File: config.mk
export PLATFORM = sky130hd
export DESIGN_NAME = srst_seq
export DESIGN_NICKNAME = d
export VERILOG_FILES = /design/src/rtl/srst_pkg.sv /design/src/rtl/srst_sync.sv /design/src/rtl/srst_cnt.sv /design/src/rtl/srst_ctrl.sv /design/src/rtl/srst_seq.sv
export SDC_FILE = /design/constraint.sdc
export NUM_CORES = 1
export LEC_CHECK = 0
export ABC_AREA = 1
export CAP_MARGIN = 10
export CORE_ASPECT_RATIO = 1.75
export CORE_MARGIN = 2
export CORE_UTILIZATION = 45
export DETAILED_ROUTE_END_ITERATION = 10
export PLACE_DENSITY_LB_ADDON = 0.08
export SETUP_SLACK_MARGIN = 0.02
export SLEW_MARGIN = 20
export SYNTH_ARGS = -nofsm -noshare
export SYNTH_HDL_FRONTEND = slang
export SYNTH_HIERARCHICAL = 1
export SYNTH_SLANG_ARGS = --single-unit
File: constraint.sdc
create_clock -name clk_i -period 2.8 [get_ports clk_i]
set_input_delay 0.56 -clock clk_i [delete_from_list [all_inputs] [get_ports clk_i]]
set_output_delay 0.56 -clock clk_i [all_outputs]
set_load 0.01 [all_outputs]
File: src/rtl/srst_pkg.sv
package srst_pkg;
  typedef enum logic [1:0] {
    ST_IDLE  = 2'd0,
    ST_DRIVE = 2'd1,
    ST_WAIT  = 2'd2,
    ST_GUARD = 2'd3
  } srst_state_e;
endpackage

File: src/rtl/srst_sync.sv
module srst_sync #(
  parameter int  STAGES  = 2,
  parameter bit  RST_VAL = 1'b1
) (
  input  logic clk_i,
  input  logic rst_ni,
  input  logic d_i,
  output logic q_o
);
  logic [STAGES-1:0] ff_q;

  for (genvar i = 0; i < STAGES; i++) begin : g_stage
    always_ff @(posedge clk_i or negedge rst_ni) begin
      if (!rst_ni) ff_q[i] <= RST_VAL;
      else if (i == 0) ff_q[i] <= d_i;
      else ff_q[i] <= ff_q[(i > 0) ? i-1 : 0];
    end
  end

  assign q_o = ff_q[STAGES-1];
endmodule

File: src/rtl/srst_cnt.sv
module srst_cnt #(
  parameter int W = 9
) (
  input  logic         clk_i,
  input  logic         rst_ni,
  input  logic         load_i,
  input  logic [W-1:0] load_val_i,
  input  logic         en_i,
  output logic         zero_o
);
  logic [W-1:0] cnt_q;

  always_ff @(posedge clk_i or negedge rst_ni) begin
    if (!rst_ni)                 cnt_q <= '0;
    else if (load_i)             cnt_q <= load_val_i;
    else if (en_i && !zero_o)    cnt_q <= cnt_q - 1'b1;
  end

  assign zero_o = (cnt_q == '0);
endmodule

File: src/rtl/srst_ctrl.sv
module srst_ctrl
  import srst_pkg::*;
#(
  parameter int W            = 9,
  parameter int DRIVE_CYCLES = 512,
  parameter int GUARD_CYCLES = 16
) (
  input  logic         clk_i,
  input  logic         rst_ni,
  input  logic         pin_sync_i,
  input  logic         req_i,
  input  logic         cnt_zero_i,
  input  logic         cfg_ck_i,
  output srst_state_e  state_o,
  output logic         cnt_load_o,
  output logic [W-1:0] cnt_val_o,
  output logic         cnt_en_o,
  output logic         latch_o,
  output logic         dbg_pulse_o,
  output logic         fetch_pulse_o
);
  localparam logic [W-1:0] DRIVE_LD = W'(DRIVE_CYCLES - 1);
  localparam logic [W-1:0] GUARD_LD = W'(GUARD_CYCLES - 1);

  srst_state_e state_q, state_d;
  logic        dbg_q, fetch_q, release_seen;

  always_comb begin
    state_d    = state_q;
    cnt_load_o = 1'b0;
    cnt_val_o  = DRIVE_LD;
    cnt_en_o   = 1'b0;
    latch_o    = 1'b0;
    release_seen = 1'b0;
    unique case (state_q)
      ST_IDLE: begin
        // external low or internal request both start a sequence
        if (req_i || !pin_sync_i) begin
          state_d    = ST_DRIVE;
          cnt_load_o = 1'b1;
          cnt_val_o  = DRIVE_LD;
        end
      end
      ST_DRIVE: begin
        cnt_en_o = 1'b1;
        if (cnt_zero_i) begin
          state_d = ST_WAIT;
          latch_o = 1'b1;
        end
      end
      ST_WAIT: begin
        if (pin_sync_i) begin
          state_d      = ST_GUARD;
          cnt_load_o   = 1'b1;
          cnt_val_o    = GUARD_LD;
          release_seen = 1'b1;
        end
      end
      ST_GUARD: begin
        cnt_en_o = 1'b1;
        if (cnt_zero_i) state_d = ST_IDLE;
      end
      default: state_d = ST_IDLE;
    endcase
  end

  always_ff @(posedge clk_i or negedge rst_ni) begin
    if (!rst_ni) begin
      state_q <= ST_IDLE;
      dbg_q   <= 1'b0;
      fetch_q <= 1'b0;
    end else begin
      state_q <= state_d;
      dbg_q   <= release_seen &&  cfg_ck_i;
      fetch_q <= release_seen && !cfg_ck_i;
    end
  end

  assign state_o       = state_q;
  assign dbg_pulse_o   = dbg_q;
  assign fetch_pulse_o = fetch_q;
endmodule

File: src/rtl/srst_seq.sv
module srst_seq
  import srst_pkg::*;
#(
  parameter int DRIVE_CYCLES = 512,
  parameter int GUARD_CYCLES = 16,
  parameter int SYNC_STAGES  = 2
) (
  input  logic clk_i,
  input  logic rst_ni,
  input  logic pin_level_i,
  input  logic jtag_srst_i,
  input  logic dbg_srst_req_i,
  input  logic cfg_di_i,
  input  logic cfg_ck_i,
  output logic pin_drive_o,
  output logic busy_o,
  output logic cfg_di_o,
  output logic cfg_ck_o,
  output logic debug_entry_o,
  output logic fetch_vector_o
);
  localparam int MAX_CYC = (DRIVE_CYCLES > GUARD_CYCLES) ? DRIVE_CYCLES : GUARD_CYCLES;
  localparam int CNT_W   = (MAX_CYC > 2) ? $clog2(MAX_CYC) : 1;

  srst_state_e    state;
  logic           pin_sync, cnt_load, cnt_en, cnt_zero, latch;
  logic [CNT_W-1:0] cnt_val;
  logic           cfg_di_q, cfg_ck_q;

  // pin idles high, so the synchronizer resets to 1
  srst_sync #(.STAGES(SYNC_STAGES), .RST_VAL(1'b1)) u_sync (
    .clk_i (clk_i),
    .rst_ni(rst_ni),
    .d_i   (pin_level_i),
    .q_o   (pin_sync)
  );

  srst_cnt #(.W(CNT_W)) u_cnt (
    .clk_i     (clk_i),
    .rst_ni    (rst_ni),
    .load_i    (cnt_load),
    .load_val_i(cnt_val),
    .en_i      (cnt_en),
    .zero_o    (cnt_zero)
  );

  srst_ctrl #(
    .W           (CNT_W),
    .DRIVE_CYCLES(DRIVE_CYCLES),
    .GUARD_CYCLES(GUARD_CYCLES)
  ) u_ctrl (
    .clk_i        (clk_i),
    .rst_ni       (rst_ni),
    .pin_sync_i   (pin_sync),
    .req_i        (jtag_srst_i | dbg_srst_req_i),
    .cnt_zero_i   (cnt_zero),
    .cfg_ck_i     (cfg_ck_i),
    .state_o      (state),
    .cnt_load_o   (cnt_load),
    .cnt_val_o    (cnt_val),
    .cnt_en_o     (cnt_en),
    .latch_o      (latch),
    .dbg_pulse_o  (debug_entry_o),
    .fetch_pulse_o(fetch_vector_o)
  );

  always_ff @(posedge clk_i or negedge rst_ni) begin
    if (!rst_ni) begin
      cfg_di_q <= 1'b0;
      cfg_ck_q <= 1'b0;
    end else if (latch) begin
      cfg_di_q <= cfg_di_i;
      cfg_ck_q <= cfg_ck_i;
    end
  end

  assign pin_drive_o = (state == ST_DRIVE);
  assign busy_o      = (state != ST_IDLE);
  assign cfg_di_o    = cfg_di_q;
  assign cfg_ck_o    = cfg_ck_q;
endmodule

# == Word-level counts from Yosys, hierarchy flattened ==
# Index checks and enable logic that the tools add are counted.
# word_totals
ff_bits,17
latchBits,0
ramBits,0
romBits,0
inputBits,7
n_memories,0
# op_classes
n_addsub,1
mul,0
div,0
n_lt_le_gt_ge,0
eq_ne,7
n_shift,0
mux,16
bitwise_logic,1
n_reduce_logical,13
# op_table
cell,count
$mux 9,4
$logic_not 9->1,1
$sub 9x1->9 const B,1
$mux 2,4
$pmux 2 s4,1
$mux 1,6
$eq 2x2->1 const B,2
$ne 2x1->1 const B,2
$ne 2x2->1 const B,2
$reduce_and 4->1,1
$reduce_bool 2->1,2
$logic_and 1x1->1,3
$logic_not 1->1,3
$eq 2x1->1 const B,1
$logic_not 2->1,1
$pmux 1 s2,1
$reduce_or 2->1,1
$logic_or 1x1->1,1
$or 1x1->1,1

# == Depth between registers and ports, before layout ==
# depth
word_depth,6
mapped_depth,11
depth_no_buf,11

# == Hierarchy ==
# The synthesis kept the hierarchy.
# modules_own_cells
module,n_inst,cells_each,area_each_um2,seq_area_each_um2
srst_cnt,1,99,659.4,225.2
srst_ctrl,1,45,351.6,100.1
srst_seq,1,13,96.3,50.0
srst_sync,1,2,52.6,52.6

# == Worst setup path before layout ==
# OpenSTA, ideal clock, no wires.
# synth_path
kind,register to register
start,register u_ctrl.state_q[0] (netlist: u_ctrl/state_o[0])
end,register u_cnt.cnt_q[4]
setup_ns,0.065
arrival_time_ns,1.547
path_slack_ns,1.189
path_stages_with_launch,10
n_path_buf,1
synth_period_minus_slack_ns,1.611
cell_sequence,dfrtp_1 > inv_1 > ha_1 > nand2_1 > nand2_1 > clkinv_1 > nand2_2 > buf_6 > nand2_1 > nand2_1
# synth_between
elab_cells_between_ends,11
# synth_lines
element,line_no,source
start: declaration,srst_ctrl.sv:25,"srst_state_e state_q, state_d;"
start signal: assignment,srst_ctrl.sv:73,state_q <= state_d;
$eq 2x2->1,srst_ctrl.sv:35,unique case (state_q)
$mux 9,-,
named net cnt_val[4],srst_seq.sv:27,logic [CNT_W-1:0] cnt_val;
$mux 9,srst_cnt.sv:15,else if (load_i) cnt_q <= load_val_i;
end signal: assignment,srst_cnt.sv:15,
end signal: assignment,srst_cnt.sv:16,else if (en_i && !zero_o) cnt_q <= cnt_q - 1'b1;
end: declaration,srst_cnt.sv:11,logic [W-1:0] cnt_q;
# The timed path passes the listed nets, and every way through them passes these cells.
# A chain may end at the register's enable or synchronous reset.

# == Worst setup path after layout ==
# layout_path
start,register u_ctrl.state_q[0] (netlist: u_ctrl/state_o[0])
end,register u_cnt.cnt_q[5]
# layout_between
elab_cells_between_ends,11
# layout_lines
element,line_no,source
$eq 2x2->1 / $logic_not 2->1 (equally long branches),srst_ctrl.sv:35,
$pmux 1 s2 (*),srst_ctrl.sv:35,
named net cnt_load,srst_seq.sv:26,"logic pin_sync, cnt_load, cnt_en, cnt_zero, latch;"
$mux 9 / $reduce_bool 2->1 (equally long branches),-,
# The timed path passes the listed nets; every way through them passes the cells marked *.

==> results.json <==
{
  "post_cts_resized": 0,
  "root_buffer": "clkbuf_8",
  "dieArea_sq_mm": 0.00302,
  "synth.area.top_cells": "dfrtp_1, nand2_1, inv_1",
  "p_int_uw": 531,
  "cts_buffers": 3,
  "worst_slew_pin_slew_ns": 0.739,
  "clk_pin_slew_ns": 0.07,
  "vias_per_cell": 4.84,
  "path_cells": "inv_1 > ha_1 > nand2_1 > nand2_1 > clkinv_1 > nand2_2 > inv_1 > nand2_1 > nand2_1",
  "criticalPathCategory": "register to register",
  "drc": 0,
  "maxSlewViolCount": 0,
  "gp_congestion": 0.854,
  "ir_drop_uv": 379,
  "firstDrtPassIters": 4,
  "synth_common_cells": "nand2_1, inv_1, dfrtp_1, nand3_1, nor2_1",
  "n_antenna_cell": 0,
  "fin_setup_tns_ns": 0,
  "synth_edf_count": 0,
  "htreeDepth": 1,
  "routedWlPerCell_um": 11.2,
  "critPathCaptureType": "register",
  "yosys.cell_types.count": 24,
  "cpPeakStageDelay_ns": 0.44,
  "synth_area_sq_mm": 0.00116,
  "ys_seq_elements": 17,
  "startpoint_type": "register",
  "status": "completed",
  "required_ns": 2.95,
  "clk_latency_ns": 0.25,
  "via_count": 938,
  "synthArstFlopShare": 1.00,
  "drtIter0Drc": 31,
  "worst_ep_arrival_time_ns": 2.48,
  "io_pins": 13,
  "p_switching_uw": 350,
  "io_buffers": 12,
  "ant_nets": 0,
  "cts_setup_buffers": 0,
  "crit_path_top_delay_cell": "dfrtp_1",
  "timing.final.crit_share": 0.833,
  "power_leakage_nw": 0.675,
  "clock-sinks": 17,
  "die_y_um": 71.2,
  "dp_hpwl_um": 1780,
  "hold_slack_ns": 0.362,
  "yosys.area.top_type": "dfrtp_1",
  "design.core.area_sq_mm": 0.00246,
  "slew_headroom": 0.506,
  "yosysSeqAreaShare": 0.369,
  "grt.overflow.total": 0,
  "holdCritPathClass": "register to register",
  "initial_core_util": 0.471,
  "antenna_found_initial": 0,
  "min_period_ns": 2.33,
  "avgSynthCellArea_sq_um": 7.29,
  "syn_inst": 159,
  "fp.dieW_um": 42.4,
  "pwr-share-seq": 0.421,
  "syn_to_final_growth_pct": 11.9,
  "hold_viol": 0,
  "final_nets": 182,
  "cts_tree": "done",
  "clockBufferDepth": 2,
  "gr-usage-all-layers": 0.173,
  "fmax_mhz": 429,
  "grt_pass1_vias": 972,
  "power.density_mw_per_mm2": 679,
  "yosys_warnings": 6,
  "worst-path-max-fanout": 12,
  "holdBufCountCts": 0,
  "cap_viol_max_count": 0,
  "synth_top_area_frac": 0.324,
  "layout-drive-gt1-share": 0.149,
  "p_clk_frac": 0.213,
  "grt_pass1_wl_um": 4010,
  "setup_viol": 0,
  "synth_top_flop_cell": "dfrtp_1",
  "path_common_cell": "nand2_1",
  "grt_max_degree": 18,
  "synth.most_common_cell": "nand2_1",
  "skew_ns": 0.00656,
  "postRouteWirelength_um": 2170,
  "rsz0062_at_grt": "no",
  "switching_share": 0.397,
  "rows": 24,
  "combPwrFrac": 0.366
}
stage by stage:
step           cells   util  setup WS [ns]  cell area [sq um]  power (mW)
6_report         194  0.527          0.469               1300       0.881
4_1_cts          194  0.527          0.481               1300       0.896
3_3_place_gp     190  0.507          0.439               1250       0.704
3_5_place_dp     190  0.507          0.329               1250       0.703
5_1_grt          194  0.527          0.218               1300       0.958
2_1_floorplan    162      -           1.19               1170       0.617
worst paths after layout:
check | from | slack, ns | endpoint | cells after the start
min in group asynchronous | rst_ni | 0.74 | u_cnt/cnt_q[3] | 1
setup / recovery | u_ctrl/state_o[0] | 0.47 | u_cnt/cnt_q[5] | 9
hold reg to reg | u_sync/ff_q[0] | 0.36 | u_sync/q_o | 0
hold / removal | u_sync/ff_q[0] | 0.36 | u_sync/q_o | 0
setup reg to reg | u_ctrl/state_o[0] | 0.47 | u_cnt/cnt_q[5] | 9
max in group asynchronous | rst_ni | 1.59 | u_ctrl/state_o[0] | 1
area by class of cell:
class                   instances  area (sq um)
repair buffers                 12           120
clock buffers                   3          41.3
inverters                      23          86.3
flip-flops and latches         17           428
fillers                       242          1160
clock inverters                 1          7.51
well taps                      26          32.5
multi-input cells             112           582
routing by layer:
metal	share of wire	global-route usage	wire length, um	vias to the layer above
li1	-	-	-	488
met1	0.39	0.179	855	437
met2	0.57	0.332	1230	9
met3	0.018	0.0255	40	4
met4	0.021	0.0729	46	0
met5	0	0	0	-
power by group through the flow:
stage / logic, mW / registers [mW] / clock network [mW]
6_report: 0.323 / 0.371 / 0.188
5_1_grt: 0.369 / 0.381 / 0.207
4_1_cts: 0.328 / 0.371 / 0.197
3_5_place_dp: 0.327 / 0.376 / 0
3_3_place_gp: 0.330 / 0.374 / 0
2_1_floorplan: 0.263 / 0.353 / 0
flip-flops by register name, summed over array words and instances (netlist names):
name / count
u_cnt/cnt_q: 9
u_ctrl/state_o: 2
cfg_ck_o: 1
cfg_di_o: 1
u_ctrl/dbg_pulse_o: 1
u_ctrl/fetch_pulse_o: 1
u_sync/ff_q: 1
u_sync/q_o: 1
cells in the final DEF, fill, tap and decap left out, types with 3 or more instances in the layout:
| cell type | Yosys | final |
|---|---|---|
| nand2_1 | 50 | 50 |
| inv_1 | 22 | 22 |
| dfrtp_1 | 15 | 15 |
| clkdlybuf4s50_1 | 0 | 12 |
| nand3_1 | 11 | 11 |
| nor2_1 | 10 | 10 |
| nand2_2 | 9 | 9 |
| ha_1 | 6 | 6 |
| o21ai_2 | 5 | 5 |
| o21ai_0 | 4 | 4 |
| conb_1 | 1 | 4 |
| clkbuf_8 | 0 | 3 |
| nand4_1 | 3 | 3 |
logic make-up (layout without fill, tap and decap cells):
| kind of cell | after synthesis | in the layout | share of synthesized area |
|---|---|---|---|
| flip-flops | 17 | 17 | 0.369 |
| buffers and inverters | 33 | 39 | 0.139 |
| adder cells (fa/ha/maj) | 6 | 6 | 0.0647 |
| XOR/XNOR | 1 | 1 | 0.00755 |
| AND/OR/NAND/NOR | 90 | 90 | 0.352 |
| AO/OA/AOI/OAI | 11 | 11 | 0.0647 |
| other | 1 | 4 | 0.00323 |
worst max-delay path: cells and delay by family, from the launching register on:
kind,cells,cell delay (ns)
adder cells (fa/ha/maj),1,0.21
buffers and inverters,3,0.59
flip-flops,1,0.44
AND/OR/NAND/NOR,5,0.98
Power figures use the tool's default switching activity.
